===== config.mk =====
export PLATFORM = sky130hd
export DESIGN_NAME = brk_halt_ctrl
export DESIGN_NICKNAME = d
export VERILOG_FILES = /design/src/rtl/brk_pkg.sv /design/src/rtl/brk_edge.sv /design/src/rtl/brk_halt_fsm.sv /design/src/rtl/brk_status_mux.sv /design/src/rtl/brk_halt_ctrl.sv
export SDC_FILE = /design/constraint.sdc
export NUM_CORES = 1
export LEC_CHECK = 0
export ABC_AREA = 1
export CAP_MARGIN = 20
export CORE_AREA = 2 2 39 41
export DETAILED_ROUTE_END_ITERATION = 8
export DIE_AREA = 0 0 41 43
export GPL_ROUTABILITY_DRIVEN = 0
export SYNTH_ARGS = -nofsm -noshare
export SYNTH_HDL_FRONTEND = slang
export SYNTH_SLANG_ARGS = --single-unit
export TNS_END_PERCENT = 5

===== constraint.sdc =====
create_clock -name clk -period 1.2 [get_ports clk]
set_input_delay 0.12 -clock clk [delete_from_list [all_inputs] [get_ports clk]]
set_output_delay 0.12 -clock clk [all_outputs]
set_load 0.005 [all_outputs]

===== src/rtl/brk_pkg.sv =====
package brk_pkg;
  localparam int unsigned STAT_W = 8;
  localparam int unsigned REV_W  = 4;
  localparam logic [STAT_W-1:0] HALT_CODE = 8'h0F;
  localparam logic [REV_W-1:0]  HW_REV    = 4'hB;

  typedef enum logic [1:0] {
    ST_RUN  = 2'd0,
    ST_PEND = 2'd1,
    ST_HALT = 2'd2
  } halt_state_t;
endpackage


===== src/rtl/brk_edge.sv =====
module brk_edge (
  input  logic clk,
  input  logic rst_n,
  input  logic level_i,
  output logic rise_o
);
  logic level_q;

  always_ff @(posedge clk or negedge rst_n) begin
    if (!rst_n) level_q <= 1'b0;
    else        level_q <= level_i;
  end

  assign rise_o = level_i & ~level_q;
endmodule


===== src/rtl/brk_halt_fsm.sv =====
module brk_halt_fsm
  import brk_pkg::*;
(
  input  logic        clk,
  input  logic        rst_n,
  input  logic        rise_i,
  input  logic        irq_mode_i,
  input  logic        insn_done_i,
  input  logic        resume_i,
  output halt_state_t state_o,
  output logic        irq_pulse_o
);
  halt_state_t state_q, state_d;
  logic        irq_d;

  always_comb begin
    state_d = state_q;
    irq_d   = 1'b0;
    unique case (state_q)
      ST_RUN: begin
        if (rise_i) begin
          if (irq_mode_i) irq_d   = 1'b1;
          else            state_d = ST_PEND;
        end
      end
      ST_PEND: begin
        if (resume_i)         state_d = ST_RUN;
        else if (insn_done_i) state_d = ST_HALT;
      end
      ST_HALT: begin
        if (resume_i) state_d = ST_RUN;
      end
      default: state_d = ST_RUN;
    endcase
  end

  always_ff @(posedge clk or negedge rst_n) begin
    if (!rst_n) begin
      state_q     <= ST_RUN;
      irq_pulse_o <= 1'b0;
    end else begin
      state_q     <= state_d;
      irq_pulse_o <= irq_d;
    end
  end

  assign state_o = state_q;
endmodule


===== src/rtl/brk_status_mux.sv =====
module brk_status_mux
  import brk_pkg::*;
#(
  parameter int unsigned W = STAT_W,
  parameter logic [W-1:0] CODE = HALT_CODE
) (
  input  logic         halted_i,
  input  logic [W-1:0] core_status_i,
  output logic [W-1:0] status_o
);
  for (genvar b = 0; b < W; b++) begin : g_bit
    assign status_o[b] = halted_i ? CODE[b] : core_status_i[b];
  end
endmodule


===== src/rtl/brk_halt_ctrl.sv =====
module brk_halt_ctrl
  import brk_pkg::*;
#(
  parameter int unsigned SW = STAT_W,
  parameter int unsigned RW = REV_W,
  parameter logic [SW-1:0] CODE = HALT_CODE,
  parameter logic [RW-1:0] REV  = HW_REV
) (
  input  logic          clk,
  input  logic          rst_n,
  input  logic          brk_req_i,
  input  logic          insn_done_i,
  input  logic          brk_irq_mode_i,
  input  logic          ign_pend_irq_i,
  input  logic          resume_i,
  input  logic          irq_pending_i,
  input  logic [SW-1:0] core_status_i,
  output logic          halt_req_o,
  output logic          dbg_irq_o,
  output logic          irq_service_o,
  output logic [SW-1:0] status_o,
  output logic [RW-1:0] hw_rev_o
);
  logic        rise;
  halt_state_t state;
  logic        halted;

  brk_edge u_edge (
    .clk     (clk),
    .rst_n   (rst_n),
    .level_i (brk_req_i),
    .rise_o  (rise)
  );

  brk_halt_fsm u_fsm (
    .clk         (clk),
    .rst_n       (rst_n),
    .rise_i      (rise),
    .irq_mode_i  (brk_irq_mode_i),
    .insn_done_i (insn_done_i),
    .resume_i    (resume_i),
    .state_o     (state),
    .irq_pulse_o (dbg_irq_o)
  );

  assign halted     = (state == ST_HALT);
  assign halt_req_o = (state != ST_RUN);

  brk_status_mux #(.W(SW), .CODE(CODE)) u_mux (
    .halted_i      (halted),
    .core_status_i (core_status_i),
    .status_o      (status_o)
  );

  assign irq_service_o = irq_pending_i & ~(halted & ign_pend_irq_i);
  assign hw_rev_o      = REV;
endmodule


# Word-level counts from Yosys, hierarchy flattened
# Index checks and enable logic that the tools add are counted.
dict set report totals {
  wordCells 34
  mem_count 0
  regBits 4
  output_inout_bits 15
  latch_bits 0
  mem_bits_rw 0
  romBits 0
  input_bits 16
}
dict set report classes {
  n_div 0
  multipliers 0
  bitwise 5
  addsub 0
  n_reduce_logical 3
  muxes 17
  shift 0
  magnitude_cmp 0
  eq_ne 6
}
# operator n
set ops {}
lappend ops {{$mux W1} 11}
lappend ops {{$mux W2} 5}
lappend ops {{$ne A2 B2 Y1 const B} 3}
lappend ops {{$pmux W2 S3} 1}
lappend ops {{$reduce_and A4 Y1} 1}
lappend ops {{$and A1 B1 Y1} 3}
lappend ops {{$ne A3 B3 Y1 const B} 1}
lappend ops {{$eq A2 B1 Y1 const B} 1}
lappend ops {{$eq A2 B2 Y1 const B} 1}
lappend ops {{$logic_not A2 Y1} 1}
lappend ops {{$not A1 Y1} 2}
lappend ops {{$reduce_bool A2 Y1} 1}

# Depth between registers and ports, before layout
dict set report depth {
  depth_word 4
  mapped_depth 5
  ltp_nobuf 5
}

# By module
# From an unflattened synthesis, not the netlist that was laid out.
dict set report hier_totals {
  cells_unflattened 54
  hier_area_um2 332.8
}
# mod area_each_um2 instances cells_per_inst seq_area_each_um2
set modules_own_cells {}
lappend modules_own_cells {brk_halt_fsm 163.9 1 21 75.1}
lappend modules_own_cells {brk_halt_ctrl 70.1 1 13 0.0}
lappend modules_own_cells {brk_status_mux 63.8 1 17 0.0}
lappend modules_own_cells {brk_edge 35.0 1 3 25.0}

# Worst setup path after synthesis
# No wires, ideal clock.
dict set report synth_path {
  path_kind {reg-to-output}
  from {register u_fsm.state_q[1], in the netlist u_fsm.state_o[1]}
  to {output port status_o[0]}
  slack_ps 337
  path_buffers 0
  required_ps 1080
  t_arrival_ps 743
  path_stages_with_launch 4
  cell_sequence {dfrtp_1 inv_1 nor2_4 or2_1}
}
dict set report synth_via {
  elab_chain_cells 2
}
# element line_no
set synth_rtl {}
lappend synth_rtl {{from (decl)} brk_halt_fsm.sv:13} ;# halt_state_t state_q, state_d;
lappend synth_rtl {{from (signal assigned)} brk_halt_fsm.sv:42} ;# state_q <= state_d;
lappend synth_rtl {{$eq A2 B2 Y1} brk_halt_ctrl.sv:46} ;# assign halted = (state == ST_HALT);
lappend synth_rtl {{$mux W1} brk_status_mux.sv:12} ;# assign status_o[b] = halted_i ? CODE[b] : core_status_i[b];
lappend synth_rtl {{to (decl)} brk_halt_ctrl.sv:21} ;# output logic [SW-1:0] status_o,
# No other way between the ends.

# Final worst setup path
dict set report layout_path {
  from {register u_fsm.state_q[0], in the netlist u_fsm.state_o[0]}
  to {output port irq_service_o}
}
dict set report layout_via {
  elab_chain_cells 4
}
# element line_no
set layout_rtl {}
lappend layout_rtl {{$eq A2 B2 Y1} brk_halt_ctrl.sv:46}
lappend layout_rtl {{$and A1 B1 Y1} brk_halt_ctrl.sv:55} ;# assign irq_service_o = irq_pending_i & ~(halted & ign_pend_irq_i);
lappend layout_rtl {{$not A1 Y1} brk_halt_ctrl.sv:55}
lappend layout_rtl {{$and A1 B1 Y1} brk_halt_ctrl.sv:55}
lappend layout_rtl {{to (decl)} brk_halt_ctrl.sv:20} ;# output logic irq_service_o,
# No other way between the ends.

==> summary by stage <==
Run status
The flow ran to the end, but the final reports show violations. The final reports fail on setup timing.

Worst setup path
The maximum fanout count along the critical path is 5. The number of gates on the worst path with buffers counted is 6. The endpoint kind of the worst setup timing path is an output port.

For the worst setup path, the data arrival time is 1.14 ns. Together, buffers and inverters on the worst path number 3. The signal on the critical path passes through buf_6 > nor2_4 > nand2_1 > nand2_1 > inv_1 > buf_2. The maximum cell stage delay along the critical path is 0.42 ns.

The cell family with the largest share of critical-path delay is flip-flops. The cell repeated most along the worst path is sky130_fd_sc_hd__nand2_1. The startpoint type of the worst setup path is a flip-flop. The type of the setup path with the least slack is reg2out. The required arrival time at the worst endpoint is 1.08 ns. For this design, the slowest cell found on the critical path is sky130_fd_sc_hd__dfrtp_2. Counting cells, the worst reg-to-reg path comes to 6.

Yosys
The main flop type after synthesis is sky130_fd_sc_hd__dfrtp_1. The proportion of netlist area held by the largest area contributor is 0.357. After synthesis the netlist holds a flip-flop and latch count of 4.

The most common cell in the synthesized netlist is sky130_fd_sc_hd__inv_1. The synthesized cell area is 280 µm². Yosys printed 0 warnings. Each instance of the synthesized netlist takes up on average 6.67 µm². The cell count after synthesis came out at 42.

Counting flops with a built-in enable in the synthesized netlist gives 0. The distinct cell type count after synthesis is 10. Yosys attributes the largest share of cell area to sky130_fd_sc_hd__dfrtp_1 36%, sky130_fd_sc_hd__inv_1 13%, sky130_fd_sc_hd__buf_4 11%. The cell type contributing the most total cell area after synthesis is sky130_fd_sc_hd__dfrtp_1. The portion of the post-synthesis area used by sequential elements is 0.357. The fraction of synthesis flops using an asynchronous set or reset pin is 1.00.

By count the netlist is led by 10 x sky130_fd_sc_hd__inv_1, 8 x sky130_fd_sc_hd__nor2_1, 6 x sky130_fd_sc_hd__nand2_1.

Global route
For this run, the total global-route usage over all layers was measured as 0.105. Entering global routing, the biggest net connects 6 pins. The initial antenna violation count is 0.

The global routing usage on met2 is 0.178. The most used routing layer in global routing is met2. The met1 usage is 0.0841. The first-pass GRT wire length is 1.18 mm. The via count of the first global-routing pass is 319. The global route total overflow is 0. The met3 usage is 0.0314.

Die
The core region is 0.00138 mm². For this configuration, the core starts out at a cell density of 0.203. The die is 43 µm tall. The die is 41 µm wide. The standard-cell row count is 14. The total I/O pin count is 31. The overall die area is 0.00176 mm².

Clock network
After clock tree synthesis, the clock-pin slew on the worst setup and hold paths is 0.03 ns. The number of hold buffers added after CTS was 0. The number of CTS-inserted buffers is 3. The number of H-tree branching levels is 1. The maximum root-to-sink buffer count is 2. TritonCTS built the clock tree. The root buffer selected by CTS is sky130_fd_sc_hd__clkbuf_4.

The clock drives 4 sinks. The source-to-sink clock delay at the later pin of the worst-skew pair is 0.23 ns.

Detailed routing
The routed design has 860 µm of wire. For this block, the via count after detailed routing is 375. After detailed routing, the average wire length per cell comes to 9.05 µm. The violation count after the first detailed-route iteration is 3. Once detail routing completed, the nets flagged for antenna violations numbered 0. The remaining design rule violation count is 0.

The pre-antenna-repair detailed-routing pass consisted of 4 iterations. Dividing the detail-routed via count by the number of cells gives 3.95.

Power
The switching power as a share of total power is 0.235. The static leakage is 0.334 nW. The share of total power in sequential cells is 0.317. Summed over all nets, the switching power comes to 0.000110 W. The combinational group share of total power is 0.343. The total power divided by cell area is 761 mW/mm². The worst voltage drop across the vdd grid is 0.000412 V.

Internal power comes to 0.000357 W. The share of total power dissipated in the clock network is 0.340.

Timing
The worst clock skew is 0.000270 ns. Derived from the worst setup path, the maximum achievable clock frequency is 0.791 GHz. The final number of max-transition violations is 0.

Subtracting the final worst setup slack from the clock period gives 1.26 ns. The count of final hold-check violations was 0. The least setup slack across all paths after layout is -0.0641 ns.

Setup violations remaining at the end of the flow were counted as 9. The accumulated negative setup slack is -0.259 ns. Setup repair after global routing could not meet its margin everywhere. Dividing the final minimum period by the clock period gives 1.05.

Cells and area
The antenna diode instance count is 0. Relative to the synthesized area, the layout overhead comes to 119%. The layout filler cell count is 154.

The number of nets in the layout is 97. In the final layout, the share of cells above drive strength 1 is 0.354.

Run
The number of max-cap violations is 0.

Placement
The number of input and output port buffers inserted is 26. The pre-CTS setup slack is -0.149 ns. After legalization and detailed placement, the total HPWL measured 571 µm.

Hold path
The kind of path behind the tightest hold check is in2async.
-- what timing repair did --
item / in CTS / in global routing
setup buffers: 6 / 0
setup endpoints to repair: 10 / 10
pin swaps: 5 / 4
gates resized for setup: 47 / 2
cloned: 1 / 0
-- power by group through the flow --
stage                     clock network (W)  registers, W  logic (W)
after floorplan                           0      0.000148  0.0000481
after global placement                    0      0.000148   0.000152
after detailed placement                  0      0.000148   0.000153
after CTS                          0.000168      0.000147   0.000160
after global routing               0.000182      0.000148   0.000176
final                              0.000159      0.000148   0.000160
-- stage by stage --
stage,cell area (µm²),hold slack (ns),total power (W),utilization,std cells
after detailed placement,561,0.339,0.000301,0.405,85
final,613,0.0944,0.000466,0.443,95
after floorplan,288,-0.176,0.000196,-,44
after global placement,561,0.336,0.000300,0.405,85
after CTS,618,0.0911,0.000475,0.447,95
after global routing,613,0.102,0.000506,0.443,95
-- cell type report --
| class | count | area (µm²) | share of cell area |
|---|---|---|---|
| multi-input combinational | 27 | 139 | 0.227 |
| tap | 16 | 20.0 | 0.0327 |
| timing repair buffer | 35 | 293 | 0.478 |
| clock buffer | 3 | 22.5 | 0.0367 |
| inverter | 10 | 37.5 | 0.0612 |
| sequential | 4 | 101 | 0.165 |
-- registers in the layout, summed over array words and instances (netlist names) --
register           count
u_edge.level_q         1
u_fsm.state_o          2
u_fsm.irq_pulse_o      1
-- logic make-up (layout without fill, tap and decap cells) --
kind of cell	count (synthesis)	count (layout)	synth area share
buffers and inverters	14	48	0.241
and+or+nand+nor	22	23	0.375
DFF	4	4	0.357
other	2	4	0.0268
-- path summary, 6_finish.rpt --
check / end / startpoint / slack, ns
max: irq_service_o / u_fsm.state_o[0] / -0.06
min reg2reg: u_fsm.irq_pulse_o / u_edge.level_q / 0.49
max reg2reg: u_fsm.state_o[1] / u_fsm.state_o[1] / 0.23
min in group clk: u_edge.level_q / brk_req_i / 0.36
max in group asynchronous: u_fsm.state_o[0] / rst_n / 0.92
min: u_fsm.irq_pulse_o / rst_n / 0.09
-- routing by layer --
metal | up-vias | wire length [µm]
met2 | 27 | 451
met4 | 0 | 0
met5 | - | 0
met1 | 162 | 236
li1 | 186 | -
met3 | 0 | 172
-- cell usage in the layout, fill, tap and decap left out --
master / netlist / final
sky130_fd_sc_hd__buf_2: 0 / 9
sky130_fd_sc_hd__buf_4: 4 / 5
sky130_fd_sc_hd__buf_6: 0 / 4
sky130_fd_sc_hd__clkbuf_2: 0 / 1
sky130_fd_sc_hd__clkbuf_4: 0 / 3
sky130_fd_sc_hd__clkdlybuf4s50_1: 0 / 16
sky130_fd_sc_hd__conb_1: 2 / 4
sky130_fd_sc_hd__dfrtp_1: 4 / 3
sky130_fd_sc_hd__dfrtp_2: 0 / 1
sky130_fd_sc_hd__inv_1: 10 / 8
sky130_fd_sc_hd__inv_2: 0 / 2
sky130_fd_sc_hd__nand2_1: 6 / 6
sky130_fd_sc_hd__nand3_1: 2 / 2
sky130_fd_sc_hd__nand4_1: 1 / 1
sky130_fd_sc_hd__nor2_1: 8 / 7
sky130_fd_sc_hd__nor2_4: 1 / 3
sky130_fd_sc_hd__or2_1: 4 / 4
Power figures use the tool's default switching activity.
